<file path="config.mk">
export PLATFORM = sky130hd
export DESIGN_NAME = bcd_calendar_counter
export DESIGN_NICKNAME = d
export VERILOG_FILES = /design/src/rtl/calendar_pkg.sv /design/src/rtl/bcd_step.sv /design/src/rtl/month_span.sv /design/src/rtl/test_toggle.sv /design/src/rtl/bcd_calendar_counter.sv
export SDC_FILE = /design/constraint.sdc
export NUM_CORES = 1
export LEC_CHECK = 0
export ABC_AREA = 1
export BUFFER_PORTS_ARGS = -buffer_cell sky130_fd_sc_hd__buf_2
export CAP_MARGIN = 20
export CORE_UTILIZATION = 45
export CTS_BUF_LIST = sky130_fd_sc_hd__clkbuf_2
export CTS_CLUSTER_DIAMETER = 100
export DETAILED_ROUTE_END_ITERATION = 10
export GPL_TIMING_DRIVEN = 0
export MAX_ROUTING_LAYER = met4
export PLACE_DENSITY = 0.7
export SYNTH_ARGS = -nofsm -noshare
export SYNTH_HDL_FRONTEND = slang
export SYNTH_SLANG_ARGS = --single-unit
</file>
<file path="constraint.sdc">
create_clock -name clk -period 3.58 [get_ports clk]
set_input_delay 0.179 -clock clk [delete_from_list [all_inputs] [get_ports clk]]
set_output_delay 0.179 -clock clk [all_outputs]
set_load 0.05 [all_outputs]
</file>
<file path="src/rtl/calendar_pkg.sv">
package calendar_pkg;
  localparam int NUM_FIELDS = 8;
  localparam int FW = 8;

  localparam int F_SEC  = 0;
  localparam int F_MIN  = 1;
  localparam int F_HOUR = 2;
  localparam int F_DOW  = 3;
  localparam int F_DATE = 4;
  localparam int F_MON  = 5;
  localparam int F_YEAR = 6;
  localparam int F_CENT = 7;

  // field whose rollover enables field i (carry tree)
  function automatic int parent_of(input int i);
    case (i)
      F_DOW, F_DATE: parent_of = F_HOUR;
      F_MON:         parent_of = F_DATE;
      default:       parent_of = (i > 0) ? i - 1 : 0;
    endcase
  endfunction

  function automatic logic [FW-1:0] field_max(input int i);
    case (i)
      F_SEC, F_MIN: field_max = 8'h59;
      F_HOUR:       field_max = 8'h23;
      F_DOW:        field_max = 8'h07;
      F_DATE:       field_max = 8'h31;
      F_MON:        field_max = 8'h12;
      F_YEAR:       field_max = 8'h99;
      default:      field_max = 8'h39;
    endcase
  endfunction

  function automatic logic [FW-1:0] field_min(input int i);
    case (i)
      F_DOW, F_DATE, F_MON: field_min = 8'h01;
      default:              field_min = 8'h00;
    endcase
  endfunction
endpackage

</file>
<file path="src/rtl/bcd_step.sv">
module bcd_step #(
  parameter int W = 8
) (
  input  logic [W-1:0] val_i,
  input  logic [W-1:0] top_i,
  input  logic [W-1:0] base_i,
  output logic [W-1:0] nxt_o,
  output logic         wrap_o
);
  localparam int DW = 4;

  always_comb begin
    // packed BCD orders like binary, so >= also catches out-of-range loads
    wrap_o = (val_i >= top_i);
    if (wrap_o)
      nxt_o = base_i;
    else if (val_i[DW-1:0] >= 4'd9)
      nxt_o = {val_i[W-1:DW] + 1'b1, {DW{1'b0}}};
    else
      nxt_o = {val_i[W-1:DW], val_i[DW-1:0] + 4'd1};
  end
endmodule

</file>
<file path="src/rtl/month_span.sv">
module month_span #(
  parameter int W = 8
) (
  input  logic [W-1:0] month_i,
  input  logic [W-1:0] year_i,
  output logic [W-1:0] last_day_o
);
  logic [6:0] year_bin;
  logic       leap;

  assign year_bin = {year_i[6:4], 3'b000} + {3'b000, year_i[7:4], 1'b0} + {3'b000, year_i[3:0]};
  assign leap     = (year_bin[1:0] == 2'b00);

  always_comb begin
    case (month_i)
      8'h02:                      last_day_o = leap ? 8'h29 : 8'h28;
      8'h04, 8'h06, 8'h09, 8'h11: last_day_o = 8'h30;
      default:                    last_day_o = 8'h31;
    endcase
  end
endmodule

</file>
<file path="src/rtl/test_toggle.sv">
module test_toggle (
  input  logic clk,
  input  logic rst,
  input  logic enable_i,
  input  logic step_i,
  output logic flip_o
);
  always_ff @(posedge clk) begin
    if (rst || !enable_i) flip_o <= 1'b0;
    else if (step_i)      flip_o <= ~flip_o;
  end
endmodule

</file>
<file path="src/rtl/bcd_calendar_counter.sv">
module bcd_calendar_counter #(
  parameter logic [7:0] CENT_INIT = 8'h20
) (
  input  logic       clk,
  input  logic       rst,
  input  logic       tick_1hz,
  input  logic       toggle_tick,
  input  logic       freq_test,
  input  logic       load,
  input  logic [7:0] ld_sec,
  input  logic [7:0] ld_min,
  input  logic [7:0] ld_hour,
  input  logic [7:0] ld_dow,
  input  logic [7:0] ld_date,
  input  logic [7:0] ld_month,
  input  logic [7:0] ld_year,
  input  logic [5:0] ld_century,
  output logic [7:0] sec_o,
  output logic [7:0] min_o,
  output logic [7:0] hour_o,
  output logic [7:0] dow_o,
  output logic [7:0] date_o,
  output logic [7:0] month_o,
  output logic [7:0] year_o,
  output logic [5:0] century_o
);
  import calendar_pkg::*;
  localparam int NF = NUM_FIELDS;

  logic [FW-1:0] cnt_q [NF];
  logic [FW-1:0] ld_v  [NF];
  logic [FW-1:0] nxt   [NF];
  logic [FW-1:0] lim   [NF];
  logic [NF-1:0] adv;
  logic [NF-1:0] wrap;
  logic          stop_q;
  logic          flip;
  logic [FW-1:0] last_day;

  assign ld_v[F_SEC]  = {1'b0, ld_sec[6:0]};
  assign ld_v[F_MIN]  = ld_min;
  assign ld_v[F_HOUR] = ld_hour;
  assign ld_v[F_DOW]  = ld_dow;
  assign ld_v[F_DATE] = ld_date;
  assign ld_v[F_MON]  = ld_month;
  assign ld_v[F_YEAR] = ld_year;
  assign ld_v[F_CENT] = {2'b00, ld_century};

  month_span #(.W(FW)) u_span (
    .month_i    (cnt_q[F_MON]),
    .year_i     (cnt_q[F_YEAR]),
    .last_day_o (last_day)
  );

  assign adv[0] = tick_1hz & ~stop_q;

  for (genvar i = 0; i < NF; i++) begin : g_field
    localparam int P = parent_of(i);
    localparam logic [FW-1:0] RST_V = (i == F_CENT) ? CENT_INIT : field_min(i);

    if (i > 0) begin : g_carry
      assign adv[i] = adv[P] & wrap[P];
    end

    if (i == F_DATE) begin : g_dyn
      assign lim[i] = last_day;
    end else begin : g_fix
      assign lim[i] = field_max(i);
    end

    bcd_step #(.W(FW)) u_step (
      .val_i  (cnt_q[i]),
      .top_i  (lim[i]),
      .base_i (field_min(i)),
      .nxt_o  (nxt[i]),
      .wrap_o (wrap[i])
    );

    always_ff @(posedge clk) begin
      if (rst)         cnt_q[i] <= RST_V;
      else if (load)   cnt_q[i] <= ld_v[i];
      else if (adv[i]) cnt_q[i] <= nxt[i];
    end
  end

  always_ff @(posedge clk) begin
    if (rst)       stop_q <= 1'b0;
    else if (load) stop_q <= ld_sec[7];
  end

  test_toggle u_flip (
    .clk      (clk),
    .rst      (rst),
    .enable_i (freq_test & ~stop_q),
    .step_i   (toggle_tick),
    .flip_o   (flip)
  );

  assign sec_o     = {stop_q, cnt_q[F_SEC][6:1], cnt_q[F_SEC][0] ^ flip};
  assign min_o     = cnt_q[F_MIN];
  assign hour_o    = cnt_q[F_HOUR];
  assign dow_o     = cnt_q[F_DOW];
  assign date_o    = cnt_q[F_DATE];
  assign month_o   = cnt_q[F_MON];
  assign year_o    = cnt_q[F_YEAR];
  assign century_o = cnt_q[F_CENT][5:0];
endmodule

</file>
After elaboration in Yosys (flattened, before gate mapping)
Memory sizes are Yosys's and may differ from the RTL's.
Index checks and enable logic that the tools add are counted.
{"block": "totals", "out_inout_bits": 62, "input_bits": 68, "mem_count": 1, "regBits": 2, "ramBits": 64}
{"name": "cnt_q", "depth": 8, "word_bits": 8, "rd": 8, "rd_clocked_by_memory_dff": 0, "write_ports": 8, "line_no": "bcd_calendar_counter.sv:30", "rtl": "logic [FW-1:0] cnt_q [NF];"}
{"block": "classes", "add_sub_neg": 18, "bitwise": 27, "n_lt_le_gt_ge": 16, "eq_ne": 5, "n_mux": 67, "reduce_logical": 4}
{"cell": "two-way mux 8 bit", "n": 32}
{"cell": "adder 4 x 1 -> 4 bit, second input constant", "n": 16}
{"cell": "two-way mux 1 bit", "n": 34}
{"cell": "greater-or-equal comparator 4 bit, second input constant", "n": 8}
{"cell": "== test 8 x 3 -> 1 bit, second input constant", "n": 2}
{"cell": "greater-or-equal comparator 8 x 6 -> 1 bit, second input constant", "n": 2}
{"cell": "greater-or-equal comparator 8 x 7 -> 1 bit, second input constant", "n": 2}
{"cell": "bitwise OR 1 bit", "n": 16}
{"cell": "one-hot mux 8 bit (2 select lines)", "n": 1}
{"cell": "AND 1 bit", "n": 8}
{"cell": "== test 8 x 2 -> 1 bit, second input constant", "n": 1}
{"cell": "== test 8 x 4 -> 1 bit, second input constant", "n": 1}
{"cell": "== test 8 x 5 -> 1 bit, second input constant", "n": 1}
{"cell": "greater-or-equal comparator 8 x 3 -> 1 bit, second input constant", "n": 1}
{"cell": "greater-or-equal comparator 8 x 5 -> 1 bit, second input constant", "n": 1}
{"cell": "greater-or-equal comparator 8 bit", "n": 1}
{"cell": "greater-or-equal comparator 8 bit, second input constant", "n": 1}
{"cell": "OR reduction 4 bit", "n": 1}
{"cell": "adder 1 x 2 -> 2 bit, first input constant", "n": 1}
{"cell": "adder 2 bit", "n": 1}
{"cell": "logical NOT 2 bit", "n": 1}
{"cell": "inverter 1 bit", "n": 2}
{"cell": "logical NOT 1 bit", "n": 1}
{"cell": "logical OR 1 bit", "n": 1}
{"cell": "bitwise XOR 1 bit", "n": 1}

Depth between registers and ports, before layout
An unclocked memory read counts as a cell.
{"block": "depth", "word_depth": 15, "mapped_depth": 19}

Modules after synthesis
From an unflattened synthesis, not the netlist that was laid out.
{"block": "unflattened", "hier_cells": 1224, "hier_area_um2": 8165.3}
{"module": "bcd_step", "seq_area_each_um2": 0.0, "instances": 8, "cells_per_inst": 102, "area_each_um2": 553.0}
{"module": "bcd_calendar_counter", "seq_area_each_um2": 1941.9, "instances": 1, "cells_per_inst": 359, "area_each_um2": 3493.4}
{"module": "month_span", "seq_area_each_um2": 0.0, "instances": 1, "cells_per_inst": 40, "area_each_um2": 195.2}
{"module": "test_toggle", "seq_area_each_um2": 20.0, "instances": 1, "cells_per_inst": 9, "area_each_um2": 52.6}

Worst setup path after synthesis
No wires, ideal clock.
{"block": "synth_timing", "path_type": "register -> register", "start": "mem cnt_q[5][0], in the netlist cnt_q[1][8]", "end": "mem cnt_q[7][4], in the netlist cnt_q[1][28] (enable)", "required_ps": 3241, "n_path_buf": 0, "setup_time_ps": 339, "arrival_time_ps": 2379, "stages_incl_launch_ff": 17, "slack_ps": 861, "synth_period_minus_slack_ps": 2719, "cell_sequence": "edfxtp_1 inv_1 ha_1 inv_1 nor3_1 inv_1 nand2_1 o21ai_0 ha_1 nand2_1 nor2_1 nand2_1 nand3_2 nand4_4 nand2_2 inv_2 a21oi_1"}
{"item": "from (decl)", "line_no": "bcd_calendar_counter.sv:30"}

==> impl_metrics.env <==
export IMPL_status="finished, final reports clean"
export IMPL_peakVddDrop_mv=0.1784
export IMPL_rrSetupSlack_ns=0.44
export IMPL_setup_slack_ns=0.4392
export IMPL_drv_slew=0
export IMPL_die_w_um=107.5
export IMPL_dieArea_um2=11560
export IMPL_gr_total_overflow=0
export IMPL_die_y_um=107.5
export IMPL_end_kind="register"
export IMPL_drt_iter0_markers=187
export IMPL_async_flop_share=0
export IMPL_cts_root_buffer="clkbuf_2"
export IMPL_cp_required_ns=3.76
export IMPL_antenna_left=0
export IMPL_ff2ff_path_depth=16
export IMPL_ys_ff_latch=66
export IMPL_tritoncts="built"
export IMPL_tightest_slew_ns=0.6061
export IMPL_met1Wirelength_mm=5.054
export IMPL_fin_crit_sh=0.8773
export IMPL_clkTransAtPathRegs_ns=0.18
export IMPL_rsz0062_at_grt="no"
export IMPL_drive_above_1_share=0.3073
export IMPL_drv_cap=0
export IMPL_fmax_mhz=318.4
export IMPL_grt_antenna_before_repair=0
export IMPL_slew_headroom=0.5960
export IMPL_worst_r2r_startpoint="cnt_q[1][9]$_DFFE_PP_"
export IMPL_path_max_fanout=9
export IMPL_cts_setup_buffers=0
export IMPL_cts_inserted_buffers=9
export IMPL_wl_met2_mm=5.556
export IMPL_cp_start_kind="register"
export IMPL_ys_types=38
export IMPL_drtPass1Iterations=4
export IMPL_routed_top_layer="met4"
export IMPL_whs_path_depth=3
export IMPL_ios=130
export IMPL_min_from="ld_date[2]"
export IMPL_hold_end="cnt_q[1][2]$_SDFFCE_PN0P_"
export IMPL_leakage_nw=3.335
export IMPL_synth_ff_type="edfxtp_1"
export IMPL_hold_viol_final=0
export IMPL_seq_area_frac_synth=0.3914
export IMPL_setup_viol=0
export IMPL_start_util=0.4624
export IMPL_insertion_delay_ns=0.50
export IMPL_area_growth_pct=31.08
export IMPL_synth_area_um2=5012
export IMPL_r2r_end="cnt_q[1][29]$_DFFE_PP_"
export IMPL_grt_max_degree=12
export IMPL_crit_type="reg2reg"
export IMPL_drc=0
export IMPL_nets=889
export IMPL_arrival_ns=3.32
export IMPL_hold_class="in2reg"
export IMPL_post_place_ws_ns=0.4024
export IMPL_clock_skew_ns=0.02828
export IMPL_avgSynthCellArea_um2=8.732
export IMPL_wl_per_cell_um=12.27
export IMPL_vias=4277
export IMPL_h_tree_depth=3
export IMPL_hold_slack_ns=0.07164
export IMPL_yosys_warnings=0
export IMPL_min_period_ns=3.141
export IMPL_place_gp_congestion=0.8235
export IMPL_powerDensity_nw_per_um2=324.2
export IMPL_grtUsageTotal=0.2125
export IMPL_row_count=38
export IMPL_wl_met3_um=498
export IMPL_clock_path_buffers=2
export IMPL_synth_edf_count=64
export IMPL_core_um2=10840
export IMPL_dp_hpwl_mm=8.398
export IMPL_grt_pass1_wl_mm=18.42
export IMPL_fin_setup_tns_ns=0
export IMPL_fill_cells=950
export IMPL_syn_inst=574
export IMPL_routed_wirelength_mm=11.30
export IMPL_grt_pass1_vias=4118
export IMPL_routed_via_density=4.644
export IMPL_clock_sinks=66
export IMPL_portBuffers=129
export IMPL_antennaDiodeCount=0
==> stage by stage <==
stage	std cells	instance area (µm²)	utilization	power, mW
5_1_grt	921	6570	0.6061	2.247
6_report	921	6570	0.6061	2.130
3_3_place_gp	845	5841	0.5388	1.591
3_5_place_dp	845	5841	0.5388	1.604
4_1_cts	921	6570	0.6061	2.152
2_1_floorplan	576	5020	-	1.452
==> logic make-up (layout without fill, tap and decap cells) <==
family | after synthesis | after routing | synth area share
AOI/OAI and AO/OA | 57 | 57 | 0.06516
xor gates and xnor gates | 25 | 25 | 0.04368
adders and majority gates | 45 | 45 | 0.1123
buffers and inverters | 150 | 355 | 0.1615
DFF | 66 | 66 | 0.3914
other | 1 | 3 | 0.0007482
and+or+nand+nor | 230 | 230 | 0.2252
==> registers in the layout (all words and copies together), names as in the netlist <==
signal         cells
stop_q             1
u_flip.flip_o      1
cnt_q             64
==> how the worst max path moves through the flow <==
stage | start | end | slack (ns) | cells past startpoint
2_1_floorplan | cnt_q[1][8]$_DFFE_PP_ | cnt_q[1][28]$_DFFE_PP_ | 0.86 | 16
3_3_place_gp | cnt_q[1][8]$_DFFE_PP_ | cnt_q[1][28]$_DFFE_PP_ | 0.56 | 16
3_5_place_dp | cnt_q[1][8]$_DFFE_PP_ | cnt_q[1][28]$_DFFE_PP_ | 0.40 | 16
4_1_cts | cnt_q[1][9]$_DFFE_PP_ | cnt_q[1][29]$_DFFE_PP_ | 0.41 | 16
5_1_grt | cnt_q[1][9]$_DFFE_PP_ | cnt_q[1][29]$_DFFE_PP_ | 0.1 | 16
6_report | cnt_q[1][9]$_DFFE_PP_ | cnt_q[1][29]$_DFFE_PP_ | 0.44 | 16
==> power by group <==
group	switching, mW	internal [mW]	total, mW
clock	0.271	0.223	0.494
sequential	0.0613	0.913	0.974
combinational	0.413	0.250	0.662
==> critical path, cell delays in order (launching register included) <==
cell and delay [ns]:
edfxtp_1 0.50, inv_1 0.16, ha_1 0.17, inv_1 0.06
o21ai_0 0.15, a32oi_1 0.09, nand2_1 0.08, inv_1 0.05
ha_1 0.26, nand2_1 0.04, nor3_1 0.23, nand2_1 0.12
nand3_2 0.18, nand4_4 0.19, nand2_2 0.18, inv_2 0.04
a21oi_1 0.34
==> timing repair <==
| action | 4_1_cts | 5_1_grt |
|---|---|---|
| hold buffers | 60 | 0 |
| endpoints found under the hold margin | 59 | 0 |
| resized for setup | 0 | 0 |
==> cell usage in the layout, fill, tap and decap left out, types with 4 or more instances in the layout <==
cell           instances
ha_1                  45
buf_4                 61
nor3_1                 5
clkinv_1               4
clkbuf_2               9
edfxtp_1              64
o21ai_0               22
nand3_2                4
nand2_1              124
a31oi_1                4
buf_2                129
nor2_1                33
a21oi_1               14
inv_1                 74
inv_2                  6
xor2_1                15
o21ai_1                8
xnor2_1               10
dlygate4sd3_1         60
nand2_2                6
clkbuf_1               5
nand3_1               37
==> cells in the mapped netlist (2+ instances only) <==
library cell | number | area share
ha_1 | 45 | 0.11
nor2_4 | 3 | 0.0067
xor2_1 | 15 | 0.026
nand3_4 | 2 | 0.0070
o21ai_0 | 22 | 0.022
a22o_1 | 3 | 0.0052
o31ai_1 | 3 | 0.0045
clkbuf_1 | 5 | 0.0037
nor3_1 | 5 | 0.0050
nand2_1 | 124 | 0.093
nand3_2 | 4 | 0.0080
edfxtp_1 | 64 | 0.38
a21oi_1 | 14 | 0.014
inv_2 | 6 | 0.0045
nand3_1 | 37 | 0.037
o21ai_1 | 8 | 0.0080
nor2_8 | 2 | 0.0080
xnor2_1 | 10 | 0.017
buf_4 | 61 | 0.091
nand2_4 | 3 | 0.0067
nor3_4 | 2 | 0.0065
nor2_2 | 3 | 0.0037
buf_6 | 2 | 0.0045
a31oi_1 | 4 | 0.0050
nor2_1 | 33 | 0.025
nand4_1 | 3 | 0.0037
nand2_2 | 6 | 0.0075
inv_1 | 74 | 0.055
dfxtp_1 | 2 | 0.0080
==> per-layer routing <==
metal	GRT usage	up-vias
li1	-	2207
met1	0.2461	1942
met2	0.3677	112
met3	0.03935	16
met4	0.07534	0
met5	-	-
==> cell type report <==
type                            count  area [µm²]  share of cell area
Tap cell                          140       175.2             0.02666
Inverter                           82       310.3             0.04723
Clock inverter                      7       83.83             0.01276
Buffer                             68       499.2             0.07599
Sequential cell                    66        1962              0.2986
Timing Repair Buffer              189        1246              0.1897
Clock buffer                        9       45.04            0.006856
Multi-Input combinational cell    360        2248              0.3422
Note: power is estimated with default switching activity, not from simulation.
